## config.mk

```make
export PLATFORM = sky130hd
export DESIGN_NAME = dest_filter
export DESIGN_NICKNAME = d
export VERILOG_FILES = /design/src/rtl/dfilt_pkg.sv /design/src/rtl/dfilt_classify.sv /design/src/rtl/dfilt_lookup.sv /design/src/rtl/dfilt_tag_ser.sv /design/src/rtl/dest_filter.sv
export SDC_FILE = /design/constraint.sdc
export NUM_CORES = 1
export LEC_CHECK = 0
export ABC_CLOCK_PERIOD_IN_PS = 1600
export BUFFER_PORTS_ARGS = -buffer_cell sky130_fd_sc_hd__buf_2
export CORE_ASPECT_RATIO = 0.6
export CORE_MARGIN = 3
export CORE_UTILIZATION = 45
export DETAILED_ROUTE_END_ITERATION = 16
export HOLD_SLACK_MARGIN = 0.12
export PLACE_DENSITY = 0.76
export SYNTH_ARGS = -nofsm -noshare
export SYNTH_HDL_FRONTEND = slang
export SYNTH_HIERARCHICAL = 1
export SYNTH_SLANG_ARGS = --single-unit
```

## constraint.sdc

```tcl
create_clock -name clk -period 1.6 [get_ports clk]
set_input_delay 0.08 -clock clk [delete_from_list [all_inputs] [get_ports clk]]
set_output_delay 0.08 -clock clk [all_outputs]
set_load 0.05 [all_outputs]
```

## src/rtl/dfilt_pkg.sv

```systemverilog
package dfilt_pkg;
    typedef enum logic [1:0] {
        CLS_NONE  = 2'b00,
        CLS_UCAST = 2'b01,
        CLS_MCAST = 2'b10,
        CLS_BCAST = 2'b11
    } frm_class_e;

    typedef enum logic [0:0] {
        LK_IDLE = 1'b0,
        LK_WAIT = 1'b1
    } lk_state_e;
endpackage

```

## src/rtl/dfilt_classify.sv

```systemverilog
module dfilt_classify
    import dfilt_pkg::*;
#(
    parameter int ADDR_W = 48
) (
    input  logic [ADDR_W-1:0] addr,
    output frm_class_e        cls
);
    // the group bit is the lowest bit of the first-transmitted octet
    localparam int GRP_BIT = ADDR_W - 8;

    always_comb begin
        if (&addr)
            cls = CLS_BCAST;
        else if (addr[GRP_BIT])
            cls = CLS_MCAST;
        else
            cls = CLS_UCAST;
    end
endmodule

```

## src/rtl/dfilt_lookup.sv

```systemverilog
module dfilt_lookup
    import dfilt_pkg::*;
#(
    parameter int ADDR_W = 48,
    parameter int PORT_W = 4
) (
    input  logic              clk,
    input  logic              rst_n,
    input  logic              start,
    input  logic [ADDR_W-1:0] addr,
    input  logic [PORT_W-1:0] src_port,
    input  logic              crs,
    input  logic              lk_ack,
    input  logic              lk_hit,
    input  logic [PORT_W-1:0] lk_port,
    output logic              lk_req,
    output logic [ADDR_W-1:0] lk_addr,
    output logic              rej_set,
    output logic              tag_load
);
    typedef struct packed {
        lk_state_e         st;
        logic [ADDR_W-1:0] addr;
        logic [PORT_W-1:0] src;
    } lk_regs_t;

    lk_regs_t r_d, r_q;
    logic     resp;
    logic     same_port;

    assign resp      = (r_q.st == LK_WAIT) && lk_ack && crs;
    assign same_port = (lk_port == r_q.src);
    assign rej_set   = resp && lk_hit && same_port;
    assign tag_load  = resp && lk_hit && !same_port;
    assign lk_req    = (r_q.st == LK_WAIT);
    assign lk_addr   = r_q.addr;

    always_comb begin
        r_d = r_q;
        case (r_q.st)
            LK_IDLE: begin
                if (start) begin
                    r_d.st   = LK_WAIT;
                    r_d.addr = addr;
                    r_d.src  = src_port;
                end
            end
            LK_WAIT: begin
                if (!crs || lk_ack)
                    r_d.st = LK_IDLE;
            end
            default: r_d.st = LK_IDLE;
        endcase
    end

    always_ff @(posedge clk or negedge rst_n) begin
        if (!rst_n)
            r_q <= '{st: LK_IDLE, addr: '0, src: '0};
        else
            r_q <= r_d;
    end

    // request and address held until acknowledged
    a_r5_req_hold: assert property (@(posedge clk) disable iff (!rst_n)
        lk_req && !lk_ack && crs |=> lk_req && $stable(lk_addr));
    // request released after the acknowledge
    a_r5_req_drop: assert property (@(posedge clk) disable iff (!rst_n)
        lk_req && lk_ack |=> !lk_req);
    // end of frame aborts the lookup
    a_r12_abort: assert property (@(posedge clk) disable iff (!rst_n)
        !crs |=> !lk_req);
endmodule

```

## src/rtl/dfilt_tag_ser.sv

```systemverilog
module dfilt_tag_ser #(
    parameter int PORT_W = 4
) (
    input  logic              clk,
    input  logic              rst_n,
    input  logic              load,
    input  logic [PORT_W-1:0] word,
    output logic              tag_valid,
    output logic              tag_data
);
    localparam int CNT_W = $clog2(PORT_W + 1);

    typedef struct packed {
        logic [PORT_W-1:0] sh;
        logic [CNT_W-1:0]  cnt;
    } ser_regs_t;

    ser_regs_t s_d, s_q;

    assign tag_valid = (s_q.cnt != '0);
    assign tag_data  = tag_valid && s_q.sh[PORT_W-1];

    always_comb begin
        s_d = s_q;
        if (load) begin
            s_d.sh  = word;
            s_d.cnt = CNT_W'(PORT_W);
        end else if (s_q.cnt != '0) begin
            s_d.sh  = s_q.sh << 1;
            s_d.cnt = s_q.cnt - 1'b1;
        end
    end

    always_ff @(posedge clk or negedge rst_n) begin
        if (!rst_n)
            s_q <= '0;
        else
            s_q <= s_d;
    end

    // a load starts the tag with the port's top bit
    a_r9_first_bit: assert property (@(posedge clk) disable iff (!rst_n)
        load |=> tag_valid && (tag_data == $past(word[PORT_W-1])));
endmodule

```

## src/rtl/dest_filter.sv

```systemverilog
module dest_filter
    import dfilt_pkg::*;
#(
    parameter int ADDR_W = 48,
    parameter int PORT_W = 4
) (
    input  logic              clk,
    input  logic              rst_n,
    input  logic              crs,
    input  logic              da_valid,
    input  logic [ADDR_W-1:0] da,
    input  logic [PORT_W-1:0] src_port,
    input  logic              rxer_in,
    input  logic              lk_ack,
    input  logic              lk_hit,
    input  logic [PORT_W-1:0] lk_port,
    output logic              lk_req,
    output logic [ADDR_W-1:0] lk_addr,
    output logic [1:0]        frm_class,
    output logic              reject,
    output logic              rxer_out,
    output logic              tag_valid,
    output logic              tag_data
);
    typedef struct packed {
        logic       active;
        frm_class_e cls;
        logic       rej;
    } frm_regs_t;

    frm_regs_t  f_d, f_q;
    frm_class_e cls_now;
    logic       accept;
    logic       start;
    logic       rej_set;
    logic       tag_load;

    dfilt_classify #(.ADDR_W(ADDR_W)) u_cls (
        .addr (da),
        .cls  (cls_now)
    );

    assign accept = da_valid && crs && !f_q.active;
    assign start  = accept && (cls_now == CLS_UCAST);

    dfilt_lookup #(.ADDR_W(ADDR_W), .PORT_W(PORT_W)) u_lk (
        .clk      (clk),
        .rst_n    (rst_n),
        .start    (start),
        .addr     (da),
        .src_port (src_port),
        .crs      (crs),
        .lk_ack   (lk_ack),
        .lk_hit   (lk_hit),
        .lk_port  (lk_port),
        .lk_req   (lk_req),
        .lk_addr  (lk_addr),
        .rej_set  (rej_set),
        .tag_load (tag_load)
    );

    dfilt_tag_ser #(.PORT_W(PORT_W)) u_ser (
        .clk       (clk),
        .rst_n     (rst_n),
        .load      (tag_load),
        .word      (lk_port),
        .tag_valid (tag_valid),
        .tag_data  (tag_data)
    );

    always_comb begin
        f_d = f_q;
        if (!crs) begin
            f_d.active = 1'b0;
            f_d.cls    = CLS_NONE;
            f_d.rej    = 1'b0;
        end else begin
            if (accept) begin
                f_d.active = 1'b1;
                f_d.cls    = cls_now;
            end
            if (rej_set)
                f_d.rej = 1'b1;
        end
    end

    always_ff @(posedge clk or negedge rst_n) begin
        if (!rst_n)
            f_q <= '{active: 1'b0, cls: CLS_NONE, rej: 1'b0};
        else
            f_q <= f_d;
    end

    assign frm_class = f_q.cls;
    assign reject    = f_q.rej;
    assign rxer_out  = rxer_in || f_q.rej;

    // a lookup only ever starts for a unicast frame
    a_r4_req_ucast: assert property (@(posedge clk) disable iff (!rst_n)
        $rose(lk_req) |-> frm_class == CLS_UCAST);
    // the error line is forced while rejecting
    a_r6_rxer_forced: assert property (@(posedge clk) disable iff (!rst_n)
        reject |-> rxer_out);
    // end of frame clears rejection and class
    a_r7_clear: assert property (@(posedge clk) disable iff (!rst_n)
        !crs |=> !reject && frm_class == CLS_NONE);
    // rejection and a fresh tag never start together
    a_r9_tag_excl: assert property (@(posedge clk) disable iff (!rst_n)
        $rose(reject) |-> !$rose(tag_valid));
endmodule

```

# Yosys cells after proc, flatten, opt, wreduce, memory -nomap -nowiden
# Cells that the tools add are included.
[op_classes] n_eq_ne=4 add_sub_neg=1 mux=10 reduce_logical=18 n_bitwise=1
[ops] cell="$mux 53" n=1
[ops] cell="$reduce_and 48->1" n=1
[ops] cell="$mux 7" n=2
[ops] cell="$logic_and 1x1->1" n=9
[ops] cell="$eq 4x4->1" n=1
[ops] cell="$mux 2" n=2
[ops] cell="$mux 4" n=1
[ops] cell="$ne 2x1->1 const B" n=2
[ops] cell="$logic_not 1->1" n=3
[ops] cell="$mux 3" n=1
[ops] cell="$reduce_bool 3->1" n=1
[ops] cell="$sub 3x1->3 const B" n=1
[ops] cell="$eq 2x1->1 const B" n=1
[ops] cell="$logic_or 1x1->1" n=2
[ops] cell="$mux 1" n=2
[ops] cell="$pmux 1 s2" n=1
[ops] cell="$reduce_and 2->1" n=1
[ops] cell="$reduce_bool 2->1" n=1
[ops] cell="$not 1->1" n=1
[totals] wordCells=42 out_inout_bits=55 in_bits=63 reg_bits=64

# Depth between registers and ports, before layout
[logic_depth] ltp_word=6 depth_mapped=9 mapped_depth_nobuf=7

# By module
# Netlist, hierarchy kept.
[modules_own_cells] mod="dfilt_lookup" area_per_inst_um2=2642.5 cells_each=170 seq_area_each_um2=1326.3 n_inst=1
[modules_own_cells] mod="dfilt_tag_ser" area_per_inst_um2=369.1 cells_each=34 seq_area_each_um2=175.2 n_inst=1
[modules_own_cells] mod="dest_filter" area_per_inst_um2=188.9 cells_each=17 seq_area_each_um2=100.1 n_inst=1
[modules_own_cells] mod="dfilt_classify" area_per_inst_um2=108.9 cells_each=17 seq_area_each_um2=0.0 n_inst=1

# Worst setup path before layout
# OpenSTA, ideal clock, no wires.
[synth_timing] path_kind="input port to flip-flop" from="input da[25]" to="register u_lk.r_q (netlist bit u_lk/lk_addr[0])" cell_stages=9 setup_slack_ns=-0.393 arrival_time_ns=1.868 path_buffers=2 required_ns=1.475 setup_time_ns=0.125 path_cell_list="nand4_1 -> or4_1 -> o31ai_1 -> nand4b_1 -> nor2_1 -> nor2b_1 -> buf_6 -> buf_12 -> mux2_4"
[synth_between] elab_chain_len=5
[synth_lines] element="start, declared" line="dest_filter.sv:11" source="input logic [ADDR_W-1:0] da,"
[synth_lines] element="$reduce_and 48->1" line="dfilt_classify.sv:13" source="if (&addr)"
[synth_lines] element="$mux 2" line="dfilt_classify.sv:13"
[synth_lines] element="via cls_now[0]" line="dest_filter.sv:32" source="frm_class_e cls_now;"
[synth_lines] element="$eq 2x1->1" line="dest_filter.sv:44" source="assign start = accept && (cls_now == CLS_UCAST);"
[synth_lines] element="$logic_and 1x1->1" line="dest_filter.sv:44"
[synth_lines] element="via start" line="dest_filter.sv:34" source="logic start;"
[synth_lines] element="$reduce_and 2->1 (no line)"
[synth_lines] element="end signal, assigned" line="dfilt_lookup.sv:58" source="r_q <= '{st: LK_IDLE, addr: '0, src: '0};"
[synth_lines] element="end signal, assigned" line="dfilt_lookup.sv:60" source="r_q <= r_d;"
[synth_lines] element="end, declared" line="dfilt_lookup.sv:27" source="lk_regs_t r_d, r_q;"
# The timed path passes the listed nets, and every way through them passes these cells.
# A chain may end at the register's enable or synchronous reset.

# Final worst setup path
[layout_timing] from="input da[42]" to="register u_lk.r_q (netlist bit u_lk/lk_addr[15])"
# Same word-level chain as after synthesis.

==> impl_metrics.json <==
{
  "worst_ep_arrival_time_ns": 2.21,
  "die_h_um": 72.4,
  "path_class": "in -> reg",
  "drive_gt1_frac": 0.576,
  "antenna_left": 0,
  "powerDensity_nw_per_um2": 1420,
  "global_route_wire_length_before_repair_um": 13200,
  "max_freq_mhz": 500,
  "die_width_um": 117,
  "grt_pass1_vias": 2576,
  "cell_types_with_the_highest_counts_after_synthesis": "dfrtp_1, buf_4, mux2_4",
  "floorplan.initialDensity": 0.479,
  "wl_um": 8660,
  "layout-area-overhead-vs-synth_pct": 50.3,
  "initial_detailed_routing_violation_count": 147,
  "worst_pin_slew_ns": 0.356,
  "post_synth.cell_area_avg_um2": 13.9,
  "path_clk_slew_ns": 0.05,
  "leakage_power_summed_over_all_cells_nw": 2.44,
  "maximum_level_of_the_cts_h_tree": 3,
  "clkSinkCount": 64,
  "detail_route.first_pass.iterations": 4,
  "worst_setup_path_start_kind": "input port",
  "tritoncts.num_buffers": 9,
  "grt_overflow": 0,
  "grt_util_all_layers": 0.209,
  "final_max_slew_viol_count": 0,
  "dp_slack_ns": -0.730,
  "synth.distinct_cells": 30,
  "postLayoutCoreUtil": 0.720,
  "post_synth_instance_area_um2": 3310,
  "antenna_cells": 0,
  "dp_hpwl_um": 4940,
  "ir_drop_uv": 910,
  "drt_drc_violations_left": 0,
  "final.setup.worst_slack_ns": -0.400,
  "hold_path_class": "in -> reg",
  "worstSetupEndpointType": "register",
  "nNetsFinal": 468,
  "ys_async_sr_fraction": 1.00,
  "multiInputGateArea_um2": 1240,
  "design.die.area_um2": 8450,
  "yosys_register_bits": 64,
  "instances_no_fill": 495,
  "path_max_fanout": 8,
  "routed-via-count": 2406,
  "clock_tree.buffer_depth": 2,
  "routed_wire_length_per_instance_um": 17.5,
  "dp_cells": 410,
  "timing_hold_violations_final": 0,
  "finalCritPeriodShare": 1.25,
  "syn-instance-count": 238,
  "setup_repair_after_global_routing_missed_its_margin": "yes",
  "post_syn_nets": 303,
  "io_pins": 118,
  "fillers": 469,
  "violations": "setup timing",
  "synth_edf_count": 0,
  "synth-seq-area-share": 0.484,
  "clock_insertion_delay_worst_skew_ns": 0.33,
  "run_status": "finished, violations left",
  "netlist_top_cells_area": "dfrtp_1, mux2_4, buf_4",
  "placement.io_buffers": 117,
  "timing.max_cap.violations": 0,
  "tritoncts": "yes",
  "most_numerous_cell_in_the_yosys_netlist": "dfrtp_1",
  "cts.root.buffer_cell": "clkbuf_16",
  "synth_area_leader_cell": "dfrtp_1",
  "post_drt_via_cell_ratio": 4.86,
  "setup_viol": 53,
  "core_area_um2": 6910,
  "timing.final.crit_period_ns": 2.00,
  "most_used_flip_flop_cell_after_synthesis": "dfrtp_1",
  "gpl.final_weighted_congestion": 0.801,
  "maximum_number_of_pins_on_one_net_before_global_route_repair": 65,
  "sequential_standard_cell_area_um2": 1600,
  "synthesis.yosys.warnings": 6,
  "timing.critical_path.required_ns": 1.81,
  "area_fraction_of_the_dominant_cell_type_after_synthesis": 0.484,
  "relSlewSlack": 0.763,
  "grt_antenna_before_repair": 0,
  "placementRows": 23,
  "worst_clock_skew_ns": 0.00278
}
==> final cells by class <==
cell class | count | share of cell area
inverter | 3 | 0.00226
clock inverter | 2 | 0.00704
sequential | 64 | 0.322
tap | 87 | 0.0219
multi-input combinational | 112 | 0.250
clock buffer | 14 | 0.0571
timing repair buffer | 213 | 0.340
==> where the power goes <==
group | switching [W] | total, W | internal [W]
Clock | 0.000679 | 0.00205 | 0.00137
Combinational | 0.00170 | 0.00276 | 0.00106
Sequential | 0.000247 | 0.00226 | 0.00201
Total | 0.00263 | 0.00707 | 0.00444
==> timing repair <==
item	4_1_cts	5_1_grt
pin swaps	4	9
hold buffers	57	1
buffers inserted	9	1
cloned	3	2
hold endpoints to repair	122	1
endpoints found under the setup margin	54	58
resized for setup	22	18
==> worst paths after layout <==
kind,from,to,slack (ns),cells after the start
worst max register to register,f_q[3],u_lk/lk_addr[15],-0.06,6
min in group asynchronous,rst_n,u_lk/lk_addr[38],0.28,3
max in group asynchronous,rst_n,u_lk/lk_addr[30],1.01,3
worst min register to register,u_ser/s_q[2],u_ser/s_q[2],0.49,1
worst min-delay path,crs,f_q[3],0.14,3
worst max-delay path,da[42],u_lk/lk_addr[15],-0.40,10
==> flip-flops by register name (all words and copies together) (netlist names) <==
signal / count
u_lk/lk_addr: 48
u_ser/s_q: 7
u_lk/r_q: 4
frm_class: 2
f_q: 1
reject: 1
u_lk/lk_req: 1
==> worst max-delay path, cell delays in order <==
cell,delay [ns]
buf_2,0.09
nand4_1,0.10
or4_4,0.58
o31ai_4,0.24
nand4b_1,0.14
nor2_1,0.15
nor2b_4,0.19
buf_8,0.16
clkbuf_16,0.18
mux2_4,0.30
==> placed cells by master, fill, tap and decap left out, types with 5 or more instances in the layout <==
cell / n
buf_2: 103
dfrtp_1: 64
dlygate4sd3_1: 58
nand2_1: 8
xnor2_1: 5
clkbuf_16: 11
buf_4: 26
buf_6: 17
mux2_4: 52
nand4_1: 14
==> routing by layer <==
layer	up-vias	global-route usage	part of all wire
met5	-	0	0
met4	0	0.0712	0.015
met3	12	0.0758	0.072
met2	99	0.335	0.48
met1	1180	0.263	0.43
li1	1115	-	-
==> through the flow <==
stage	power (W)	hold WS [ns]	instance area, µm²	setup TNS, ns
after floorplan	0.00466	-0.216	3310	-18.80
after global placement	0.00475	0.121	3740	-33.42
after detailed placement	0.00479	0.124	3740	-36.56
after CTS	0.00703	-0.00963	4850	-13.50
after global routing	0.00738	0.144	4970	-23.05
final	0.00707	0.140	4970	-19.72
==> cell families after synthesis <==
family,Yosys count,synth area share
adders and majority gates,2,0.00756
xor gates and xnor gates,5,0.0132
muxes,56,0.245
and+or+nand+nor,37,0.0673
DFF,64,0.484
AOI/OAI and AO/OA,12,0.0242
buffers and inverters,62,0.159
Note: power is estimated with default switching activity, not from simulation.
